===== src/rtl/sbus_pkg.sv =====
package sbus_pkg;

  typedef enum logic [3:0] {
    ST_IDLE, ST_SID, ST_CMD, ST_DIR, ST_SIGN,
    ST_ADDR, ST_SIZE, ST_WDATA, ST_CRC, ST_HOLD
  } state_e;

  typedef enum logic [2:0] {
    CMD_ABS   = 3'd0,
    CMD_REL   = 3'd1,
    CMD_SAME  = 3'd2,
    CMD_DPOLL = 3'd3,
    CMD_EPOLL = 3'd4,
    CMD_IPOLL = 3'd5,
    CMD_TERM  = 3'd6,
    CMD_NONE  = 3'd7
  } cmd_e;

  typedef enum logic [1:0] {
    SZ_BYTE = 2'd0,
    SZ_HALF = 2'd1,
    SZ_WORD = 2'd2,
    SZ_NONE = 2'd3
  } size_e;

  // One step of the x^4+x^2+x+1 Galois register, MSB-first input.
  function automatic logic [3:0] crc4_step(input logic [3:0] c, input logic b);
    logic fb;
    fb = c[3] ^ b;
    return {c[2], c[1] ^ fb, c[0] ^ fb, fb};
  endfunction

endpackage


===== src/rtl/sbus_bit_sampler.sv =====
module sbus_bit_sampler #(
  parameter int SYNC_STAGES = 2
) (
  input  logic clk,
  input  logic rst_n,
  input  logic bus_clk,
  input  logic bus_dat_n,
  output logic bit_stb,
  output logic bit_val
);
  localparam int TOP = SYNC_STAGES - 1;

  logic [TOP:0] ck_sync;
  logic [TOP:0] dt_sync;
  logic         ck_last;

  always_ff @(posedge clk or negedge rst_n) begin
    if (!rst_n) begin
      ck_sync <= '0;
      dt_sync <= '1;
      ck_last <= 1'b0;
    end else begin
      ck_sync <= {ck_sync[TOP-1:0], bus_clk};
      dt_sync <= {dt_sync[TOP-1:0], bus_dat_n};
      ck_last <= ck_sync[TOP];
    end
  end

  // Rising bus-clock edge seen in the system domain; wire is inverted.
  assign bit_stb = ck_sync[TOP] & ~ck_last;
  assign bit_val = ~dt_sync[TOP];

  assert_strobe_spacing_R1: assert property (@(posedge clk) disable iff (!rst_n)
    bit_stb |=> !bit_stb);

endmodule


===== src/rtl/sbus_break_det.sv =====
module sbus_break_det #(
  parameter int BREAK_LEN = 256
) (
  input  logic clk,
  input  logic rst_n,
  input  logic bit_stb,
  input  logic bit_val,
  output logic brk,
  output logic brk_long
);
  localparam int RUN_W = $clog2(BREAK_LEN + 2);
  localparam logic [RUN_W-1:0] RUN_SAT  = RUN_W'(BREAK_LEN + 1);
  localparam logic [RUN_W-1:0] RUN_LAST = RUN_W'(BREAK_LEN - 1);
  localparam logic [RUN_W-1:0] RUN_LIM  = RUN_W'(BREAK_LEN);

  logic [RUN_W-1:0] run;

  always_ff @(posedge clk or negedge rst_n) begin
    if (!rst_n) begin
      run      <= '0;
      brk      <= 1'b0;
      brk_long <= 1'b0;
    end else begin
      brk      <= 1'b0;
      brk_long <= 1'b0;
      if (bit_stb) begin
        if (bit_val) begin
          if (run != RUN_SAT) run <= run + 1'b1;
          brk <= (run == RUN_LAST);
        end else begin
          brk_long <= (run > RUN_LIM);
          run      <= '0;
        end
      end
    end
  end

  assert_break_pulse_R10: assert property (@(posedge clk) disable iff (!rst_n)
    brk |=> !brk);

endmodule


===== src/rtl/sbus_crc4.sv =====
module sbus_crc4 (
  input  logic       clk,
  input  logic       rst_n,
  input  logic       bit_stb,
  input  logic       bit_val,
  input  logic       crc_en,
  input  logic       crc_seed,
  output logic [3:0] crc
);
  import sbus_pkg::*;

  always_ff @(posedge clk or negedge rst_n) begin
    if (!rst_n)                crc <= '0;
    else if (bit_stb && crc_en) crc <= crc4_step(crc_seed ? 4'd0 : crc, bit_val);
  end

endmodule


===== src/rtl/sbus_frame_parser.sv =====
module sbus_frame_parser #(
  parameter int ADDR_W    = 21,
  parameter int DATA_W    = 32,
  parameter int REL_BITS  = 8,
  parameter int SAME_BITS = 2
) (
  input  logic              clk,
  input  logic              rst_n,
  input  logic              bit_stb,
  input  logic              bit_val,
  input  logic              brk_i,
  input  logic [3:0]        crc_i,
  output logic              crc_en,
  output logic              crc_seed,
  output logic              req_valid,
  output logic [1:0]        req_sid,
  output logic [2:0]        req_cmd,
  output logic              req_read,
  output logic              req_neg,
  output logic [ADDR_W-1:0] req_addr,
  output logic [1:0]        req_size,
  output logic [DATA_W-1:0] req_wdata,
  output logic              req_crc_ok,
  output logic              err_cmd,
  output logic              err_size,
  output logic              err_crc
);
  import sbus_pkg::*;

  localparam int MAXW  = (ADDR_W > DATA_W) ? ADDR_W : DATA_W;
  localparam int CNT_W = $clog2(MAXW + 1);

  state_e            state;
  cmd_e              cmd, hit_cmd;
  size_e             size, sz_n;
  logic [CNT_W-1:0]  cnt, cnt_n, alen, dlen;
  logic [6:0]        code;
  logic [7:0]        code_n;
  logic [2:0]        crc_rx;
  logic [1:0]        sid;
  logic              rd, neg, hit, sz_bad, is_term;
  logic [ADDR_W-1:0] addr;
  logic [DATA_W-1:0] wdata;

  assign cnt_n  = cnt + 1'b1;
  assign code_n = {code, bit_val};

  // Prefix match on the bits seen so far.
  always_comb begin
    hit     = 1'b0;
    hit_cmd = CMD_NONE;
    if (cnt_n == CNT_W'(2) && code_n[1:0] == 2'b11) begin
      hit = 1'b1; hit_cmd = CMD_SAME;
    end else if (cnt_n == CNT_W'(3)) begin
      hit = 1'b1;
      case (code_n[2:0])
        3'b100:  hit_cmd = CMD_ABS;
        3'b101:  hit_cmd = CMD_REL;
        3'b010:  hit_cmd = CMD_DPOLL;
        3'b011:  hit_cmd = CMD_EPOLL;
        3'b001:  hit_cmd = CMD_IPOLL;
        default: hit = 1'b0;
      endcase
    end
  end

  always_comb begin
    case (cmd)
      CMD_ABS: alen = CNT_W'(ADDR_W);
      CMD_REL: alen = CNT_W'(REL_BITS);
      default: alen = CNT_W'(SAME_BITS);
    endcase
    case (size)
      SZ_BYTE: dlen = CNT_W'(DATA_W / 4);
      SZ_HALF: dlen = CNT_W'(DATA_W / 2);
      default: dlen = CNT_W'(DATA_W);
    endcase
  end

  // Size bit against the raw low address bits.
  always_comb begin
    sz_n    = SZ_NONE;
    sz_bad  = 1'b0;
    is_term = rd && (addr[1:0] == 2'b11) && bit_val;
    if (!is_term) begin
      if (!bit_val)                sz_n = SZ_BYTE;
      else if (addr[1:0] == 2'b01) sz_n = SZ_WORD;
      else if (!addr[0])           sz_n = SZ_HALF;
      else                         sz_bad = 1'b1;
    end
  end

  assign crc_en   = (state != ST_CRC) && (state != ST_HOLD);
  assign crc_seed = (state == ST_IDLE);

  always_ff @(posedge clk or negedge rst_n) begin
    if (!rst_n) begin
      state <= ST_IDLE;  cmd <= CMD_NONE;  size <= SZ_NONE;
      cnt <= '0;  code <= '0;  crc_rx <= '0;  sid <= '0;
      rd <= 1'b0;  neg <= 1'b0;  addr <= '0;  wdata <= '0;
      req_valid <= 1'b0;  req_crc_ok <= 1'b0;
      err_cmd <= 1'b0;  err_size <= 1'b0;  err_crc <= 1'b0;
    end else begin
      req_valid <= 1'b0;
      err_cmd   <= 1'b0;
      err_size  <= 1'b0;
      err_crc   <= 1'b0;
      if (brk_i) begin
        state <= ST_HOLD;
      end else if (bit_stb) begin
        case (state)
          ST_IDLE: if (bit_val) begin
            state <= ST_SID;  cnt <= '0;  sid <= '0;  code <= '0;
            rd <= 1'b0;  neg <= 1'b0;  addr <= '0;  wdata <= '0;
            size <= SZ_NONE;  cmd <= CMD_NONE;
          end
          ST_SID: begin
            sid <= {bit_val, sid[1]};
            if (cnt == CNT_W'(1)) begin state <= ST_CMD; cnt <= '0; end
            else cnt <= cnt_n;
          end
          ST_CMD: begin
            if (hit) begin
              cmd <= hit_cmd;
              cnt <= '0;
              state <= (hit_cmd inside {CMD_ABS, CMD_REL, CMD_SAME}) ? ST_DIR : ST_CRC;
            end else if (cnt_n == CNT_W'(8)) begin
              err_cmd <= 1'b1;
              state   <= ST_IDLE;
            end else begin
              code <= code_n[6:0];
              cnt  <= cnt_n;
            end
          end
          ST_DIR: begin
            rd    <= bit_val;
            cnt   <= '0;
            state <= (cmd == CMD_REL) ? ST_SIGN : ST_ADDR;
          end
          ST_SIGN: begin
            neg   <= bit_val;
            state <= ST_ADDR;
          end
          ST_ADDR: begin
            addr <= {addr[ADDR_W-2:0], bit_val};
            if (cnt_n == alen) begin state <= ST_SIZE; cnt <= '0; end
            else cnt <= cnt_n;
          end
          ST_SIZE: begin
            cnt <= '0;
            if (is_term) begin
              cmd <= CMD_TERM;  rd <= 1'b0;  state <= ST_CRC;
            end else if (sz_bad) begin
              err_size <= 1'b1;  state <= ST_IDLE;
            end else begin
              size  <= sz_n;
              state <= rd ? ST_CRC : ST_WDATA;
            end
          end
          ST_WDATA: begin
            wdata <= {wdata[DATA_W-2:0], bit_val};
            if (cnt_n == dlen) begin state <= ST_CRC; cnt <= '0; end
            else cnt <= cnt_n;
          end
          ST_CRC: begin
            crc_rx <= {crc_rx[1:0], bit_val};
            if (cnt_n == CNT_W'(4)) begin
              req_valid  <= 1'b1;
              req_crc_ok <= ({crc_rx, bit_val} == crc_i);
              err_crc    <= ({crc_rx, bit_val} != crc_i);
              state      <= ST_IDLE;
              cnt        <= '0;
            end else cnt <= cnt_n;
          end
          ST_HOLD: if (!bit_val) state <= ST_IDLE;
          default: state <= ST_IDLE;
        endcase
      end
    end
  end

  assign req_sid   = sid;
  assign req_cmd   = cmd;
  assign req_read  = rd;
  assign req_neg   = neg;
  assign req_addr  = addr;
  assign req_size  = size;
  assign req_wdata = wdata;

  assert_break_forces_hold_R10: assert property (@(posedge clk) disable iff (!rst_n)
    brk_i |=> state == ST_HOLD);

  assert_write_has_size_R8: assert property (@(posedge clk) disable iff (!rst_n)
    (req_valid && !rd && (cmd inside {CMD_ABS, CMD_REL, CMD_SAME})) |-> size != SZ_NONE);

  assert_record_pulse_R12: assert property (@(posedge clk) disable iff (!rst_n)
    req_valid |=> !req_valid);

endmodule


===== src/rtl/sbus_req_decoder.sv =====
module sbus_req_decoder #(
  parameter int ADDR_W      = 21,
  parameter int DATA_W      = 32,
  parameter int BREAK_LEN   = 256,
  parameter int SYNC_STAGES = 2
) (
  input  logic              clk,
  input  logic              rst_n,
  input  logic              bus_clk,
  input  logic              bus_dat_n,
  output logic              req_valid,
  output logic [1:0]        req_sid,
  output logic [2:0]        req_cmd,
  output logic              req_read,
  output logic              req_neg,
  output logic [ADDR_W-1:0] req_addr,
  output logic [1:0]        req_size,
  output logic [DATA_W-1:0] req_wdata,
  output logic              req_crc_ok,
  output logic              err_cmd,
  output logic              err_size,
  output logic              err_crc,
  output logic              brk_det,
  output logic              brk_long
);
  logic       bit_stb, bit_val, crc_en, crc_seed;
  logic [3:0] crc;

  sbus_bit_sampler #(.SYNC_STAGES(SYNC_STAGES)) u_sampler (
    .clk(clk), .rst_n(rst_n), .bus_clk(bus_clk), .bus_dat_n(bus_dat_n),
    .bit_stb(bit_stb), .bit_val(bit_val)
  );

  sbus_break_det #(.BREAK_LEN(BREAK_LEN)) u_break (
    .clk(clk), .rst_n(rst_n), .bit_stb(bit_stb), .bit_val(bit_val),
    .brk(brk_det), .brk_long(brk_long)
  );

  sbus_crc4 u_crc (
    .clk(clk), .rst_n(rst_n), .bit_stb(bit_stb), .bit_val(bit_val),
    .crc_en(crc_en), .crc_seed(crc_seed), .crc(crc)
  );

  sbus_frame_parser #(.ADDR_W(ADDR_W), .DATA_W(DATA_W)) u_parser (
    .clk(clk), .rst_n(rst_n), .bit_stb(bit_stb), .bit_val(bit_val),
    .brk_i(brk_det), .crc_i(crc), .crc_en(crc_en), .crc_seed(crc_seed),
    .req_valid(req_valid), .req_sid(req_sid), .req_cmd(req_cmd),
    .req_read(req_read), .req_neg(req_neg), .req_addr(req_addr),
    .req_size(req_size), .req_wdata(req_wdata), .req_crc_ok(req_crc_ok),
    .err_cmd(err_cmd), .err_size(err_size), .err_crc(err_crc)
  );

endmodule


===== config.mk =====
export PLATFORM = sky130hd
export DESIGN_NAME = sbus_req_decoder
export DESIGN_NICKNAME = d
export VERILOG_FILES = /design/src/rtl/sbus_pkg.sv /design/src/rtl/sbus_bit_sampler.sv /design/src/rtl/sbus_break_det.sv /design/src/rtl/sbus_crc4.sv /design/src/rtl/sbus_frame_parser.sv /design/src/rtl/sbus_req_decoder.sv
export SDC_FILE = /design/constraint.sdc
export NUM_CORES = 1
export LEC_CHECK = 0
export ABC_AREA = 0
export BUFFER_PORTS_ARGS = -buffer_cell sky130_fd_sc_hd__buf_2
export CAP_MARGIN = 20
export CORE_MARGIN = 2
export CORE_UTILIZATION = 51
export DETAILED_ROUTE_END_ITERATION = 6
export GPL_TIMING_DRIVEN = 0
export PLACE_DENSITY = 0.69
export SLEW_MARGIN = 5
export SYNTH_ARGS = -nofsm -noshare
export SYNTH_HDL_FRONTEND = slang
export SYNTH_HIERARCHICAL = 1
export SYNTH_SLANG_ARGS = --single-unit

===== constraint.sdc =====
create_clock -name clk -period 6.61 [get_ports clk]
set_input_delay 0.9915 -clock clk [delete_from_list [all_inputs] [get_ports clk]]
set_output_delay 0.9915 -clock clk [all_outputs]
set_load 0.005 [all_outputs]

* After elaboration in Yosys (flattened, before gate mapping) *
Cells that the tools add are included.

storage, ports and cells
  flip-flop bits (word level) = 102
  latch bits = 0
  RAM bits = 0
  ROM bits = 0
  input port bits = 4
  memories = 0

cells by class
  $add $sub $neg = 2
  multiply operators = 0
  divide/modulo/power cells = 0
  order comparisons = 1
  equality and inequality tests = 49
  shift-type cells = 0
  muxes and demuxes = 86
  bitwise gates (word level) = 7
  reductions and logical operators = 36

operators by type and width
  operator                                                         count
  32-bit one-hot mux with 2 select lines                           1
  4-bit two-way mux                                                15
  6-bit two-way mux                                                7
  21-bit one-hot mux with 2 select lines                           1
  6-bit one-hot mux with 7 select lines                            1
  4-bit one-hot mux with 10 select lines                           1
  1-bit two-way mux                                                32
  32-bit two-way mux                                               1
  21-bit two-way mux                                               1
  2-bit two-way mux                                                10
  4-bit AND reduction                                              5
  9-bit two-way mux                                                2
  6-bit AND reduction                                              3
  4-bit by 3-bit == test with 1-bit output, second input constant  4
  2-bit nonzero test                                               8
  3-bit two-way mux                                                5
  3-bit by 2-bit != test with 1-bit output, second input constant  5
  3-bit one-hot mux with 5 select lines                            1
  6-bit by 2-bit == test with 1-bit output, second input constant  2
  2-bit one-hot mux with 2 select lines                            3
  6-bit one-hot mux with 2 select lines                            1
  2-bit != test, second input constant                             5
  5-bit one-hot mux with 2 select lines                            1
  5-bit AND reduction                                              2
  other kinds (41)                                                 64

* Depth between registers and ports, before layout *
Gate-level depths: netlist (run 1).

  word-level depth = 12
  gate-level depth with buffers = 9

* Modules after synthesis *
The synthesis (run 1) kept the hierarchy.

modules (own cells, without submodules)
  module             times used  cells an instance  area each (µm²)
  sbus_frame_parser  1           383                4023.9
  sbus_break_det     1           70                 673.1
  sbus_crc4          1           23                 229.0
  sbus_bit_sampler   1           7                  145.1

* Least setup slack after synthesis (run 1) *
Ideal clock, no wire load.

  path type = reg-to-reg
  from = reg u_parser.cnt[0]
  to = reg u_parser.state[1]
  library setup time = 0.130 ns
  arrival time = 2.524 ns
  path slack = 3.956 ns
  stages on the path, launching flop included = 10
  path buffers = 1
  clock period less this slack = 2.654 ns
  path through = dfrtp_1 ha_1 clkbuf_2 xor2_1 o32a_1 a2111oi_2 nor3_1 a2111oi_4 mux2i_1 nor2_1

on the way
  word-level cells in the longest chain between the ends = 11

RTL lines
  what                                                                line                                              source
  start: declaration                                                  sbus_frame_parser.sv:36                           logic [CNT_W-1:0] cnt, cnt_n, alen, dlen;
  start signal: assignment                                            sbus_frame_parser.sv:120                          else cnt <= cnt_n;
  start signal: assignment                                            sbus_frame_parser.sv:132                          cnt <= cnt_n;
  start signal: assignment                                            sbus_frame_parser.sv:147                          else cnt <= cnt_n;
  6-bit by 1-bit adder with 6-bit output                              sbus_frame_parser.sv:45                           assign cnt_n = cnt + 1'b1;
  6-bit by 2-bit == test with 1-bit output, on equally long branches  sbus_frame_parser.sv:54, sbus_frame_parser.sv:52
  3-bit two-way mux / 1-bit logical AND (equally long branches)       sbus_frame_parser.sv:54, sbus_frame_parser.sv:52
  3-bit two-way mux                                                   sbus_frame_parser.sv:52                           if (cnt_n == CNT_W'(2) && code_n[1:0] == 2'b11) begin
  3-bit by 1-bit == test with 1-bit output (tied with other cells)    sbus_frame_parser.sv:126                          state <= (hit_cmd inside {CMD_ABS, CMD_REL, CMD_SAME}) ? ST_DIR : ST_CRC;
  3-bit nonzero test                                                  sbus_frame_parser.sv:126
  4-bit two-way mux                                                   sbus_frame_parser.sv:126
  4-bit two-way mux                                                   sbus_frame_parser.sv:123                          if (hit) begin
  4-bit one-hot mux with 10 select lines                              sbus_frame_parser.sv:111                          case (state)
  4-bit two-way mux                                                   sbus_frame_parser.sv:110                          end else if (bit_stb) begin
  4-bit two-way mux                                                   sbus_frame_parser.sv:108                          if (brk_i) begin
  end signal: assignment                                              sbus_frame_parser.sv:126
  end signal: assignment                                              sbus_frame_parser.sv:138                          state <= (cmd == CMD_REL) ? ST_SIGN : ST_ADDR;
  end signal: assignment                                              sbus_frame_parser.sv:157                          state <= rd ? ST_CRC : ST_WDATA;
  end: declaration                                                    sbus_frame_parser.sv:33                           state_e state;

Several ways; a longest one is shown, not always the timed one. The select of a mux whose other input is x is not followed.
A chain may end at the register's enable or synchronous reset.

* Worst setup path in the final report (run 1) *
  from = reg u_parser.cnt[0]
  to = reg u_parser.cnt[3]

on the way
  word-level cells in the longest chain between the ends = 6

RTL lines
  what                                                                                  line
  6-bit by 1-bit adder with 6-bit output                                                sbus_frame_parser.sv:45
  6-bit by 2-bit == test with 1-bit output, on equally long branches                    sbus_frame_parser.sv:54, sbus_frame_parser.sv:52
  1-bit two-way mux / 1-bit logical AND (equally long branches)                         sbus_frame_parser.sv:54, sbus_frame_parser.sv:52
  1-bit two-way mux                                                                     sbus_frame_parser.sv:52
  6-bit two-way mux / 3-bit by 2-bit != test with 1-bit output (equally long branches)  -
  6-bit one-hot mux with 7 select lines / 5-bit AND reduction (equally long branches)   -

Several ways; a longest one is shown, not always the timed one. The select of a mux whose other input is x is not followed.

==> metrics.txt, run 1 <==
status finished clean; Cell variety after synth 67; critical path data required time about 7 ns; Final Wtd Congestion roughly 0.86; 1st-pass router iterations 5; Pwr Total roughly 1.8 mW; Setup TNS Final 0 ns; TritonCTS clock tree built; final wirelength between 10 and 15 mm; num ports 73; combinational power share 32.3%; Slew @ Worst Pin around 0.82 ns; total number of vias around 4,000; initial antenna violation count 0; Starting Density around 52%; ranking of synthesized cells by area dfrtp_1 47%, a22o_1 9.5%, dfstp_2 3.6%, nand2_1 3.2%, nor2_1 2.1%; Clock Power Share about 23%; internal power around 1.1 mW; total congestion overflow 0; CTS buffer count 9; Synth Cell Area 0.00507 mm^2; Clock Pin Slew Worst Setup and Hold Paths approximately 0.090 ns; # resized after CTS 0; Synth Register Bits 102; most frequent cells in the layout 95 x dfrtp_1, 71 x buf_2, 55 x a22o_1; r2r setup slk roughly 3.3 ns; # nets final between 500 and 600; total global-route track usage a little over a fifth; final core utilization between 50 and 60%; deepest clock path buffer count 2; via/cell ratio around 5.8; Worst EP arrival roughly 3.6 ns; Max transition margin 43.8%; layout cells sized above 1 22.6%; Setup CP Type flop to flop; diodes inserted 0; DRC 0; core area 0.00973 mm^2; Antenna Nets Post-Route 0; Final Hold Fails 0; first-pass GRT wire length just under 20 mm; quantity of I/O buffers inserted on ports 72; Seq/Total Area, Yosys about half; min Tclk post-route roughly 3.3 ns; P_leak between 2 and 3 nW; Sw Share a little under two fifths; Final Setup Violations 0; Ys Warns 6; RSZ-0062 raised after global routing false; Final Max Tran Viols 0; share of total power in sequential cells 44.9%; synth-to-layout area growth 15.1%; die area between 0.01 and 0.015 mm^2; largest net degree at the start of global routing 66; CTS Hold Buffers Added 0; Clock Latency Late Sink between 0.3 and 0.4 ns; ys async rst share 100%; Max rail drop VDD slightly above 0.0002 V; clk root buf clkbuf_8; PD cells between 300 and 400 mW/mm^2; die width about 100 um; skew final between 0.009 and 0.01 ns; most common cell after layout, fill and taps aside dfrtp_1; Post-Synthesis Cells between 400 and 500; Yosys top cell by area dfrtp_1; Net Switching 0.664 mW; area share of the largest cell type after synthesis 46.9%; final critical-path share of the clock period about 50%; Fmax around 300 MHz; capturing element type of the critical path flop; worst hold path class flop to flop; Max Cap Viol 0; Sink Count about 100; Cell Rows 36; WL per Instance 16.4 um; Synth Flop Type dfrtp_1; crit path max fanout 10; Post-Syn Nets between 400 and 500; H-Tree Depth 3; type of origin of the critical path flop; Post-synth EDFFs 0; postcts setup bufs 0; DP HPWL 8.19 mm; syn_area_per_cell approximately 10 um^2; vias in the first global route just under 4,000; Vert. Die Dim between 100 and 150 um; initial DRC count approximately 360
-- final cells by class --
class                      count  area [um^2]
sequential                   102         2560
multi-input combinational    335         2310
fill                         854         3890
timing repair buffer          73          390
buffer                        27          129
inverter                      19         71.3
tap                          133          166
clock inverter                 5         65.1
clock buffer                  11          141
-- worst max-delay path, stage by stage, from the launching register on --
cell,delay [ns]
dfrtp_1,0.50
ha_1,0.24
clkbuf_2,0.17
xnor2_1,0.36
o2111ai_1,0.27
a2111oi_2,0.51
nor2_1,0.17
a2111oi_0,0.68
a211oi_1,0.11
a21o_1,0.18
-- synthesized netlist by cell type (all sizes together), types with 2 or more instances --
library cell / n
a2111oi: 5
a211oi: 5
a21o: 2
a21oi: 15
a22o: 55
a22oi: 2
a31oi: 7
a32o: 4
and2: 2
and3: 12
buf: 5
clkbuf: 22
dfrtp: 95
dfstp: 7
ha: 8
inv: 19
mux2: 6
mux2i: 7
nand2: 43
nand2b: 14
nand3: 8
nand4: 4
nor2: 29
nor2b: 10
nor3: 16
nor3b: 2
nor4: 2
o211ai: 2
o21ai: 25
o22ai: 5
o31ai: 3
o41ai: 2
or2: 5
or3: 3
xnor2: 7
xor2: 5
-- registers in the layout (all words and copies together) (netlist names), 2 cells and up --
signal	flops
u_parser/req_size	2
u_parser/code	2
u_parser/cnt	6
u_parser/state	4
u_crc/crc	4
u_parser/req_cmd	3
u_parser/req_wdata	32
u_parser/req_sid	2
u_parser/crc_rx	3
u_sampler/dt_sync	2
u_sampler/ck_sync	2
u_break/run	9
u_parser/req_addr	21
-- worst paths after layout --
path,from,end,cells after the start
hold / removal,u_sampler/ck_sync[0],u_sampler/ck_sync[1],0
min in group asynchronous,rst_n,u_parser/code[0],1
setup reg to reg,u_parser/cnt[0],u_parser/cnt[3],9
hold reg to reg,u_sampler/ck_sync[0],u_sampler/ck_sync[1],0
max in group asynchronous,rst_n,u_parser/req_size[0],2
setup / recovery,u_parser/cnt[0],u_parser/cnt[3],9
-- cells by family after synthesis --
| group | Yosys count | share of synthesized area [%] |
|---|---|---|
| AOI/OAI and AO/OA | 146 | 22.7 |
| xor gates and xnor gates | 12 | 2.07 |
| adders and majority gates | 8 | 1.97 |
| buffers and inverters | 46 | 3.95 |
| DFF | 102 | 50.5 |
| muxes | 13 | 2.71 |
| and+or+nand+nor | 156 | 16.1 |
-- per-stage QoR --
stage          hold WS (ns)  setup WS (ns)  instances  area, um^2
2_1_floorplan         0.331           3.96        483        5070
3_3_place_gp          0.335           3.39        688        5600
3_5_place_dp          0.349           3.44        689        5630
4_1_cts               0.370           3.44        705        5830
5_1_grt               0.361           3.18        705        5830
6_report              0.366           3.32        705        5830
-- per-layer routing --
metal | up-vias | routed length, um | track usage [%]
met5 | - | 0 | 0
met4 | 0 | 292 | 7.53
met3 | 27 | 621 | 5.54
met2 | 135 | 5330 | 33.6
met1 | 2017 | 5320 | 30.1
li1 | 1939 | - | -
-- power groups by stage --
stage | Clock, mW | Sequential (mW) | Combinational (mW)
5_1_grt | 0.446 | 0.819 | 0.640
2_1_floorplan | 0 | 0.794 | 0.416
6_report | 0.408 | 0.804 | 0.579
4_1_cts | 0.424 | 0.803 | 0.571
3_3_place_gp | 0 | 0.812 | 0.553
3_5_place_dp | 0 | 0.815 | 0.566
No activity file was read; power rests on OpenSTA's default activity.
==> run 2: changes to the inputs <==
- PLACE_DENSITY: 0.69 -> 0.72
- clock period: 6.61 -> 2.7 ns (I/O delays scaled with it)
==> run 2 against run 1 <==
Against the previous run: global-route usage is 0.86 points higher; setup slack worse by 3.2 ns; clock power is 140% higher; combinational power grew to 2.8 times the previous value; fmax is 26% higher; sequential power is 140% higher; power grew to 2.5 times the previous value; core utilization is 1.9 points higher; hold slack worse by 0.36 ns; critical path type unchanged; highest routed layer unchanged.
==> metrics.txt, run 2 (same netlist as run 1, synthesis figures left out) <==
status finished clean; worst hold path class input pin to asynchronous set/reset pin; layout cells sized above 1 25.0% (+2.4 points); total number of vias 4,195 (+1.9%); fillers 858 (+0.47%); H-Tree Depth 3 (unchanged); largest net degree at the start of global routing 64 (-3.0%); clk root buf clkbuf_8; gr busiest metal met2; via/cell ratio 5.88 (+0.73%); R2R cell count 6 (-3); crit path max fanout 14 (+4); core area 0.00973 mm^2 (unchanged); Final Max Tran Viols 0 (unchanged); num ports 73 (unchanged); CP Cell Sequence nor2b_4, nor2b_1, o21ai_0, or3_1, a2111oi_4, mux2_2; deepest clock path buffer count 2 (unchanged); TritonCTS clock tree built; DRC 0 (unchanged); die area 0.0108 mm^2 (unchanged); Sink Count 102 (unchanged); Critical R2R Launch u_sampler/ck_last; Starting Density 52.1% (unchanged); P_leak 2.85 nW (+1.4%); initial antenna violation count 0 (unchanged); CP Launch Point u_sampler/ck_last; Worst EP arrival 2.91 ns (-0.65 ns); Final Setup Violations 0 (unchanged); capturing element type of the critical path flop; skew final 0.0111 ns (+0.00160 ns); first-pass GRT wire length 19.9 mm (+3.4%); Clock Latency Late Sink 0.36 ns (-0.02 ns); Max rail drop VDD 0.000506 V (+140%); max incr delay on CP 0.43 ns (-0.25 ns); CTS buffer count 9 (unchanged); PD cells 752 mW/mm^2 (+150%); grt met2 use 35.7% (+2.1 points); WHS 0.00757 ns (-0.358 ns); Cell Rows 36 (unchanged); quantity of I/O buffers inserted on ports 72 (unchanged); CP Buf/Inv Count 0 (-1); Fmax 383 MHz (+26%); WL per Instance 16.6 um (+1.3%); Setup TNS Final 0 ns (unchanged); synth-to-layout area growth 18.7%; final critical-path share of the clock period 96.7% (+47 points); Worst path slowest cell or3_1; max FFs per register 32 (unchanged); Final Hold Fails 0 (unchanged); r2r setup slk 0.09 ns (-3.24 ns); Antenna Nets Post-Route 0 (unchanged); worst setup path end u_parser/req_cmd[1]; diodes inserted 0 (unchanged); 1st-pass router iterations 5 (unchanged); RR Endpoint u_parser/req_cmd[1]; Max Cap Viol 0 (unchanged); Slew @ Worst Pin 0.710 ns (-0.112 ns); most common cell after layout, fill and taps aside dfrtp_1; CTS Hold Buffers Added 0 (unchanged); Max transition margin 52.3% (+8.5 points); Final Wtd Congestion 0.892 (+4.0%); Vert. Die Dim 104 um (unchanged); vias in the first global route 3,979 (+2.5%); Setup CP Type flop to flop; met3 Usage GRT 4.72% (-0.82 points); critical path's top delay family simple AND/OR/NAND/NOR gates; total congestion overflow 0 (unchanged); most frequent cells in the layout 93 x dfrtp_1, 71 x buf_2, 55 x a22o_1; critical path data required time 3.00 ns (-3.88 ns); met1 Track Usage GR 31.6% (+1.5 points); # nets final 588 (+1.6%); DP HPWL 8.23 mm (+0.49%); Clock Pin Slew Worst Setup and Hold Paths 0.10 ns (about the same); die width 104 um (unchanged); total global-route track usage 22.6% (+0.86 points); final wirelength 11.8 mm (+2.4%); Levels on crit path 6 (-3); type of origin of the critical path flop; initial DRC count 273 (-25%); min Tclk post-route 2.61 ns (-0.674 ns)
## run 2: worst min path at each step
| stage | slack [ns] | endpoint | cells past startpoint | startpoint |
|---|---|---|---|---|
| 2_1_floorplan | 0.11 | u_break/brk | 0 | rst_n |
| 3_3_place_gp | 0.34 | u_sampler/ck_sync[1] | 0 | u_sampler/ck_sync[0] |
| 3_5_place_dp | 0.34 | u_sampler/ck_sync[1] | 0 | u_sampler/ck_sync[0] |
| 4_1_cts | 0.01 | u_parser/code[0] | 1 | rst_n |
| 5_1_grt | 0.04 | u_parser/state[2] | 1 | rst_n |
| 6_report | 0.008 | u_parser/code[0] | 1 | rst_n |
## run 2: timing repair
action                                  in CTS  in global routing
hold endpoints to repair                     0                  0
buffers inserted                             4                  6
gates resized for setup                      9                 10
endpoints found under the setup margin      12                 15
pin swaps                                    4                  6
## run 2: area by class of cell
| class | instances | area [um^2] | share of cell area [%] |
|---|---|---|---|
| Clock inverter | 6 | 72.6 | 1.21 |
| Timing Repair Buffer | 83 | 482 | 8.00 |
| Multi-Input combinational cell | 335 | 2420 | 40.1 |
| Buffer | 26 | 124 | 2.06 |
| Clock buffer | 9 | 124 | 2.06 |
| Tap cell | 133 | 166 | 2.76 |
| Inverter | 19 | 71.3 | 1.18 |
| Sequential cell | 102 | 2560 | 42.6 |
## run 2: worst reg2reg max path, delay by kind of cell, from the launching register on
family          cells  cell delay, ns
simple gates        3            1.10
compound gates      2            0.67
flops               1            0.40
mux                 1            0.38
## run 2: per-stage QoR
step                      utilization [%]  std cells  instance area, um^2  power [mW]  setup WS, ns
after floorplan                         -        483                 5070        2.96        0.0461
after detailed placement             57.8        689                 5630        3.38        -0.468
after CTS                            60.7        708                 5910        4.44       0.00999
after global placement               57.5        688                 5600        3.33        -0.479
after global routing                 61.9        713                 6020        4.82       -0.0430
final                                61.9        713                 6020        4.53        0.0890
## run 2: power by group
group          internal (mW)  switching [mW]  total (mW)
sequential              1.75           0.213        1.96
combinational          0.655           0.947        1.60
clock                  0.431           0.534       0.965
## run 2: layer usage
metal,part of all wire (%),wire length [um]
met5,0,0
met4,1.5,180
met3,5.7,681
met2,49,5790
met1,44,5190
==> run 3: changes to the inputs <==
- CELL_PAD_IN_SITES_DETAIL_PLACEMENT: default -> 0
- CELL_PAD_IN_SITES_GLOBAL_PLACEMENT: default -> 1
- CORE_UTILIZATION: 51 -> 41
- PLACE_DENSITY: 0.72 -> default
- PLACE_DENSITY_LB_ADDON: default -> 0.1
==> run 3 against run 2 <==
Against the previous run: sequential share of layout area is 0.65 points lower; sequential power hardly changed; combinational power is 4% lower; via count is 2.5% lower; hold slack worse by 0.0030 ns; die area is 23% higher; non-clock buffer count is 5 lower; cell count is 4.3% higher; global-route usage is 3.1 points lower; critical path type unchanged; largest power group unchanged.
==> metrics.txt, run 3 (same netlist as run 1, synthesis figures left out) <==
status finished clean; clk root buf clkbuf_16; Max rail drop VDD 0.000523 V (+3.5%); layout cells sized above 1 25.2% (+0.17 points); type of origin of the critical path flop; initial antenna violation count 0 (unchanged); skew final 0.00969 ns (-0.00138 ns); Max Cap Viol 0 (unchanged); critical path data required time 2.97 ns (-0.03 ns); total global-route track usage 19.5% (-3.1 points); Clock Latency Late Sink 0.35 ns (about the same); CTS buffer count 9 (unchanged); Fmax 384 MHz (+0.25%); DRC 0 (unchanged); Final Setup Violations 0 (unchanged); Final Max Tran Viols 0 (unchanged); RSZ-0062 raised after global routing false; final wirelength 12.3 mm (+4.1%); crit path max fanout 10 (-4); most frequent cells in the layout 93 x dfrtp_1, 71 x buf_2, 55 x a22o_1; Vert. Die Dim 115 um (+11%); DP HPWL 8.62 mm (+4.7%); num ports 73 (unchanged); Critical R2R Launch u_parser/cnt[2]; max incr delay on CP 0.44 ns (about the same); most common cell after layout, fill and taps aside dfrtp_1; Pwr Total 4.84 mW (+6.8%); H-Tree Depth 3 (unchanged); die width 115 um (+11%); Final Hold Fails 0 (unchanged); core area 0.0121 mm^2 (+24%); Worst path slowest cell nor3_1; 1st-pass router iterations 4 (-1); Final Wtd Congestion 0.840 (-5.9%); Post-Layout Cell Count 744 (+4.3%); first-pass GRT wire length 20.3 mm (+2.1%); most frequent CP cell nor3_1; Slew @ Worst Pin 0.736 ns (+0.0256 ns); Setup CP Type flop to flop; Setup WS pre-CTS -0.535 ns (-0.0666 ns); Setup WS post-layout 0.0955 ns (+0.00655 ns); Sink Count 102 (unchanged); Starting Density 42.0% (-10 points); die area 0.0133 mm^2 (+23%); RR Endpoint u_parser/state[0]; final critical-path share of the clock period 96.5% (-0.24 points); initial DRC count 327 (+20%); worst hold path class input pin to asynchronous set/reset pin; WL per Instance 16.6 um (-0.26%); r2r setup slk 0.1 ns (about the same); quantity of I/O buffers inserted on ports 72 (unchanged); total number of vias 4,090 (-2.5%); CP Cell Sequence buf_4, nand3_1, mux2_2, nor3_1, nor3_1, a2111oi_4, buf_4, nor3_1, a21oi_1; Cell Rows 40 (+11%); TritonCTS clock tree built; R2R cell count 9 (+3); P_leak 2.88 nW (+0.88%); via/cell ratio 5.50 (-6.6%); WHS 0.00455 ns (-0.00301 ns); CTS Hold Buffers Added 0 (unchanged); Max transition margin 50.6% (-1.7 points); max FFs per register 32 (unchanged); # nets final 583 (-0.85%); total congestion overflow 0 (unchanged); deepest clock path buffer count 2 (unchanged); Clock Pin Slew Worst Setup and Hold Paths 0.08 ns (-0.02 ns); capturing element type of the critical path flop; Worst EP arrival 2.88 ns (-0.03 ns); diodes inserted 0 (unchanged); placed cells 724 (+5.1%); largest net degree at the start of global routing 69 (+7.8%); synth-to-layout area growth 20.6%; min Tclk post-route 2.60 ns (-0.00655 ns); Antenna Nets Post-Route 0 (unchanged); PD cells 791 mW/mm^2 (+5.1%); vias in the first global route 3,913 (-1.7%)
## run 3: changes by cell type in the layout (fill, tap and decap cells not counted), moves of 2 or more
cell and delta:
clkbuf_16 +9, nor3_2 +3, buf_4 -3, clkbuf_8 -9, inv_6 +2, nor3_1 -3
## run 3: how the worst max path moves through the flow
| stage | cells after the start | to | start | slack, ns |
|---|---|---|---|---|
| CTS | 8 | u_parser/req_cmd[1] | u_parser/cnt[1] | 0.02 |
| finish | 9 | u_parser/state[0] | u_parser/cnt[2] | 0.1 |
| floorplan | 9 | u_parser/state[1] | u_parser/cnt[0] | 0.05 |
| global route | 9 | u_parser/state[0] | u_parser/cnt[2] | 0.01 |
| detailed placement | 9 | u_parser/cnt[3] | u_parser/cnt[0] | -0.53 |
| global placement | 9 | u_parser/cnt[3] | u_parser/cnt[0] | -0.56 |
## run 3: per-stage QoR
stage | area [um^2] | TNS [ns] | utilization (%)
2_1_floorplan | 5070 | 0 | -
3_3_place_gp | 5640 | -2.82 | 46.8
3_5_place_dp | 5670 | -2.91 | 47.0
4_1_cts | 6070 | 0 | 50.3
5_1_grt | 6110 | 0 | 50.7
6_report | 6110 | 0 | 50.7
## run 3: final cells by class
type / count / area (um^2)
flip-flops and latches: 102 / 2560
clock buffers: 11 / 233
clock inverters: 5 / 66.3
multi-input cells: 335 / 2410
fillers: 1134 / 5950
plain buffers: 26 / 125
inverters: 19 / 75.1
well taps: 168 / 210
repair buffers: 78 / 428
## run 3: power breakdown
part / leakage [nW] / switching (mW) / internal, mW / total [mW]
Combinational: 1.37 / 0.933 / 0.608 / 1.54
Clock: 0.143 / 0.598 / 0.734 / 1.33
Sequential: 1.36 / 0.214 / 1.75 / 1.96
## run 3: critical path, delay by kind of cell (launching register included)
family | cells | cell delay, ns
buf+inv | 2 | 0.39
mux | 1 | 0.36
simple gates | 4 | 0.87
flops | 1 | 0.38
compound gates | 2 | 0.53
## run 3: timing repair
item,4_1_cts,5_1_grt
endpoints found under the setup margin,13,12
pin swaps,5,5
hold endpoints to repair,0,0
gates resized for setup,10,13
buffers inserted,5,0
## run 3: routing by layer
layer / routed length [um] / track usage (%)
met3: 507 / 4.59
met1: 5980 / 27.9
met2: 5690 / 29.6
met5: 0 / 0
met4: 150 / 5.62
